===== config.mk =====
export PLATFORM = sky130hd
export DESIGN_NAME = dma_eng_csr
export DESIGN_NICKNAME = d
export VERILOG_FILES = /design/src/rtl/dma_eng_csr.sv
export SDC_FILE = /design/constraint.sdc
export NUM_CORES = 1
export LEC_CHECK = 0
export ABC_AREA = 1
export BUFFER_PORTS_ARGS = -buffer_cell sky130_fd_sc_hd__buf_2
export CAP_MARGIN = 20
export CORE_MARGIN = 4
export CORE_UTILIZATION = 37
export CTS_CLUSTER_DIAMETER = 80
export DETAILED_ROUTE_END_ITERATION = 7
export PLACE_DENSITY = 0.84
export REMOVE_ABC_BUFFERS = 1
export SLEW_MARGIN = 5
export SYNTH_ARGS = -nofsm -noshare
export SYNTH_HDL_FRONTEND = slang
export SYNTH_SLANG_ARGS = --single-unit
export TNS_END_PERCENT = 10

===== constraint.sdc =====
create_clock -name clk -period 2.4 [get_ports clk]
set_input_delay 0.36 -clock clk [delete_from_list [all_inputs] [get_ports clk]]
set_output_delay 0.36 -clock clk [all_outputs]
set_load 0.02 [all_outputs]

===== src/rtl/dma_eng_csr.sv =====
`timescale 1ns/1ps
module dma_eng_csr #(
  parameter int          ADDR_W   = 8,
  parameter logic [7:0]  ENG_NUM  = 8'd0,
  parameter bit          IS_C2H   = 1'b0,
  parameter logic [1:0]  ENG_TYPE = 2'b00,
  parameter logic [5:0]  MAX_BC   = 6'd0
) (
  input  logic              clk,
  input  logic              rst_n,
  input  logic [ADDR_W-1:0] reg_addr,
  input  logic              reg_wr,
  input  logic [31:0]       reg_wdata,
  output logic [31:0]       reg_rdata,
  input  logic              ev_bd_done,
  input  logic              ev_align_err,
  input  logic              ev_fetch_err,
  input  logic              ev_abort,
  input  logic              ev_chain_end,
  input  logic [1:0]        dp_state,
  input  logic              user_rst_done,
  input  logic              full_rst_done,
  output logic              irq,
  output logic              eng_enable,
  output logic              user_rst_req,
  output logic              full_rst_req
);
  localparam logic [7:0] EV_MASK = 8'hBE;
  localparam logic [ADDR_W-1:0] OFS_CAP  = ADDR_W'(0);
  localparam logic [ADDR_W-1:0] OFS_CTRL = ADDR_W'(4);
  localparam logic [31:0] CAP_WORD = {2'b00, MAX_BC, 8'h00, ENG_NUM, 2'b00, ENG_TYPE, 2'b00, IS_C2H, 1'b1};

  logic       ie_q, en_q, wt_q, ur_q, fr_q;
  logic [7:0] flags_q;

  wire        ctrl_wr  = reg_wr && (reg_addr == OFS_CTRL);
  wire  [7:0] ev_vec   = {ev_chain_end, 1'b0, ev_abort, ev_fetch_err, ev_align_err, ev_bd_done, 2'b00};
  wire  [7:0] ack_m    = !ctrl_wr ? 8'h00 : (reg_wdata[1] ? EV_MASK : (reg_wdata[7:0] & EV_MASK));
  wire        ur_n     = (ctrl_wr && reg_wdata[14]) || (ur_q && !user_rst_done);
  wire        fr_n     = (ctrl_wr && reg_wdata[15]) || (fr_q && !full_rst_done);
  wire        rst_busy = ur_q || fr_q;
  wire        summary  = |flags_q;
  wire  [1:0] st_rep   = (rst_busy || dp_state == 2'b11) ? 2'b00 : dp_state;

  always_ff @(posedge clk or negedge rst_n) begin
    if (!rst_n) begin
      ie_q    <= 1'b0;
      en_q    <= 1'b0;
      wt_q    <= 1'b0;
      ur_q    <= 1'b0;
      fr_q    <= 1'b0;
      flags_q <= 8'h00;
    end else begin
      ur_q <= ur_n;
      fr_q <= fr_n;
      if (ctrl_wr) ie_q <= reg_wdata[0];
      if (ur_n || fr_n) en_q <= 1'b0;
      else if (ctrl_wr) en_q <= reg_wdata[8];
      if (fr_n) begin
        flags_q <= 8'h00;
        wt_q    <= 1'b0;
      end else begin
        flags_q <= ((flags_q & ~ack_m) | ev_vec) & EV_MASK;
        wt_q    <= (wt_q && !(ctrl_wr && reg_wdata[12])) || (dp_state == 2'b10 && !rst_busy);
      end
    end
  end

  assign irq          = ie_q && summary;
  assign eng_enable   = en_q;
  assign user_rst_req = ur_q;
  assign full_rst_req = fr_q;

  always_comb begin
    reg_rdata = 32'h0;
    if (reg_addr == OFS_CAP)
      reg_rdata = CAP_WORD;
    else if (reg_addr == OFS_CTRL)
      reg_rdata = {16'h0, fr_q, ur_q, 1'b0, wt_q, st_rep, 1'b0, en_q,
                   flags_q[7:2], summary, ie_q};
  end

  AST_EVENT_WINS: assert property (@(posedge clk) disable iff (!rst_n)
    (ev_bd_done && !fr_n) |=> flags_q[2]);
  AST_RST_ENABLE_LOW: assert property (@(posedge clk) disable iff (!rst_n)
    (user_rst_req || full_rst_req) |-> !eng_enable);
  AST_FULL_RST_QUIET: assert property (@(posedge clk) disable iff (!rst_n)
    full_rst_req |-> !irq);
  AST_USER_RST_CLEARS: assert property (@(posedge clk) disable iff (!rst_n)
    (user_rst_req && user_rst_done && !(ctrl_wr && reg_wdata[14])) |=> !user_rst_req);
  AST_WAITED_STICKY: assert property (@(posedge clk) disable iff (!rst_n)
    (wt_q && !(ctrl_wr && reg_wdata[12]) && !fr_n) |=> wt_q);
endmodule


==> flow_summary.ini <==
[outcome]
status = finished clean

[drt]
wl_per_cell_microns = 9.61
drt-total-wl_mm = 1.86
drt_iter0_drc = 22
routed_via_density = 4.25
drc = 0
vias = 825
postRouteAntennaNets = 0
drt-pass1-iter-count = 4

[clock_tree]
h-tree-depth = 1
cts.path.max_buffers = 2
cts_setup_buffers = 0
cts.sinks = 11
cts_tree = done
path_clk_slew_ns = 0.07
clk-insertion-delay-late_ns = 0.26
root_buffer = clkbuf_4
cts_buffers = 3

[logic_synthesis]
synth_edf_count = 0
synth_cells = 118
synth-seq-area-share_pct = 32.9
synth-async-reset-ratio_pct = 100
ys.flop_type = dfrtp_1
synth.distinct_cells = 20
yosys.area_share.simple_pct = 32.6
synth_area_per_cell_sq_um = 7.09
synth_seq_cells = 11
synthMuxAreaShare_pct = 0
yosys_warnings = 0
synth.cell_area_sq_um = 837
yosys.area_share.adder_pct = 0
synth_compound_area_share_pct = 5.38
synthXorXnorAreaFrac_pct = 0
synth_top_family_by_area = simple AND/OR/NAND/NOR gates

[floorplan]
fp.coreArea_sq_um = 2060
dieArea_sq_um = 3090
ios = 88
num_rows = 16
die_h_microns = 55.6
die_x_microns = 55.6
start_util_pct = 40.6

[critical_path]
path_delay_family = simple AND/OR/NAND/NOR gates
startpoint_type = flop
path_cells = nor2_1 -> nand3_1 -> nor3_1 -> inv_1 -> nand2_1 -> inv_1 -> buf_2
cpMostUsedCell = inv_1
endpoint_kind = output port
cp.buffers_inverters = 3
cp.required_ns = 2.04
cpPeakStageDelay_ns = 0.40
crit_fanout = 3
arrival_ns = 1.35
cp_slowest_cell = dfrtp_1
rrSetupSlack_ns = 1.30
crit_type = reg -> out

[finish]
seqCellArea_sq_um = 275
area_growth_pct = 24.4
multi_input_area_sq_um = 389
layout-drive-gt1-share_pct = 37.7
nets = 220
fillers = 211
diodes = 0

[global_routing]
grt_use_total_pct = 12.3
grt_pass1_wl_mm = 3.06
grt-ovfl-total = 0
antenna_found_initial = 0
grt_max_degree = 13
first_global_vias = 718

[timing]
hold_viol_final = 0
setup_viol = 0
finalCritPeriodShare_pct = 71.3
drv_slew = 0
fin_crit_ns = 1.71
fmax_mhz = 585
finalHoldWorstSlack_ns = 0.310
setup_tns_ns = 0
rsz0062_at_grt = false
skew_ns = 0.00162

[place]
place_hpwl_mm = 1.54
gp_congestion = 0.717
io_buffers = 47

[pwr]
leakage_nw = 0.658
max-vdd-ir-drop_v = 0.000150
cellPowerDensity_nw_per_um2 = 386

[flow_run]
max_cap_viol_count = 0

[min_path]
hold_path.class = in -> reg
[synthesized netlist by cell type (2+ instances only)]
master	number	area, sq um
buf_4	19	143
nand3_1	9	45.0
inv_1	16	60.1
a21oi_1	6	30.0
or2_2	7	43.8
buf_6	3	33.8
nor3_1	2	10.0
nand2_1	10	37.5
dfrtp_1	11	275
nor2_1	24	90.1
o21ai_0	2	10.0
[power breakdown]
part | switching (mW) | internal, mW | total (mW)
logic | 0.0548 | 0.0284 | 0.0832
registers | 0.00204 | 0.189 | 0.191
clock network | 0.0630 | 0.0643 | 0.127
total | 0.120 | 0.282 | 0.401
[per-layer routing]
layer	global-route usage, %	share of wire, %	wire length, microns	vias to the layer above
li1	-	-	-	422
met1	13.4	38	704	362
met2	21.5	49	915	41
met3	4.90	13	244	0
met4	4.17	0	0	0
met5	0	0	0	-
[final timing paths]
path	startpoint	end	cells after the start
max	flags_q[2]	irq	7
min	ev_abort	flags_q[5]	3
max in group asynchronous	rst_n	flags_q[3]	2
min in group asynchronous	rst_n	user_rst_req	2
max reg2reg	full_rst_req	eng_enable	6
min reg2reg	ie_q	ie_q	2
[layout make-up]
type | count | share of cell area (%)
Sequential cell | 11 | 26.4
Clock buffer | 4 | 2.52
Inverter | 17 | 6.13
Multi-Input combinational cell | 86 | 37.4
Timing Repair Buffer | 49 | 24.3
Tap cell | 27 | 3.25
[worst reg2reg max path: cells and delay by family (launching register included)]
kind / cells / cell delay [ns]
and+or+nand+nor: 4 / 0.52
buffers and inverters: 2 / 0.13
DFF: 1 / 0.35
[logic make-up after synthesis]
group,Yosys count
compound gates,9
buf+inv,39
flops,11
other cells,1
simple gates,58
[flip-flops by register name (all words and copies together) (netlist names)]
register and flops:
eng_enable 1, user_rst_req 1, flags_q 6, ie_q 1, full_rst_req 1, wt_q 1
[cell usage in the layout, fill, tap and decap left out, drive strengths merged]
cell type | synthesis | layout
buf | 22 | 48
nor2 | 25 | 25
conb | 1 | 19
inv | 17 | 17
nand2 | 12 | 12
dfrtp | 11 | 11
nand3 | 10 | 10
or2 | 7 | 7
a21oi | 6 | 6
clkbuf | 0 | 4
o21ai | 3 | 3
nor3 | 2 | 2
nor4 | 1 | 1
nand4 | 1 | 1
dlygate4sd3 | 0 | 1
[what timing repair did]
action / CTS / global route
hold buffers: 1 / 0
endpoints found under the hold margin: 11 / 0
resized for setup: 0 / 0
[per-stage QoR]
step                      total power [mW]  setup slack, ns  utilization [%]  cell area (sq um)  cells
after global placement               0.276            0.780             48.7               1000    189
after floorplan                      0.240            0.367                -                728    114
final                                0.401            0.690             50.5               1040    194
after detailed placement             0.277            0.761             48.7               1000    189
after global routing                 0.423            0.529             50.5               1040    194
after CTS                            0.405            0.676             50.5               1040    194
No activity file was read; power rests on OpenSTA's default activity.
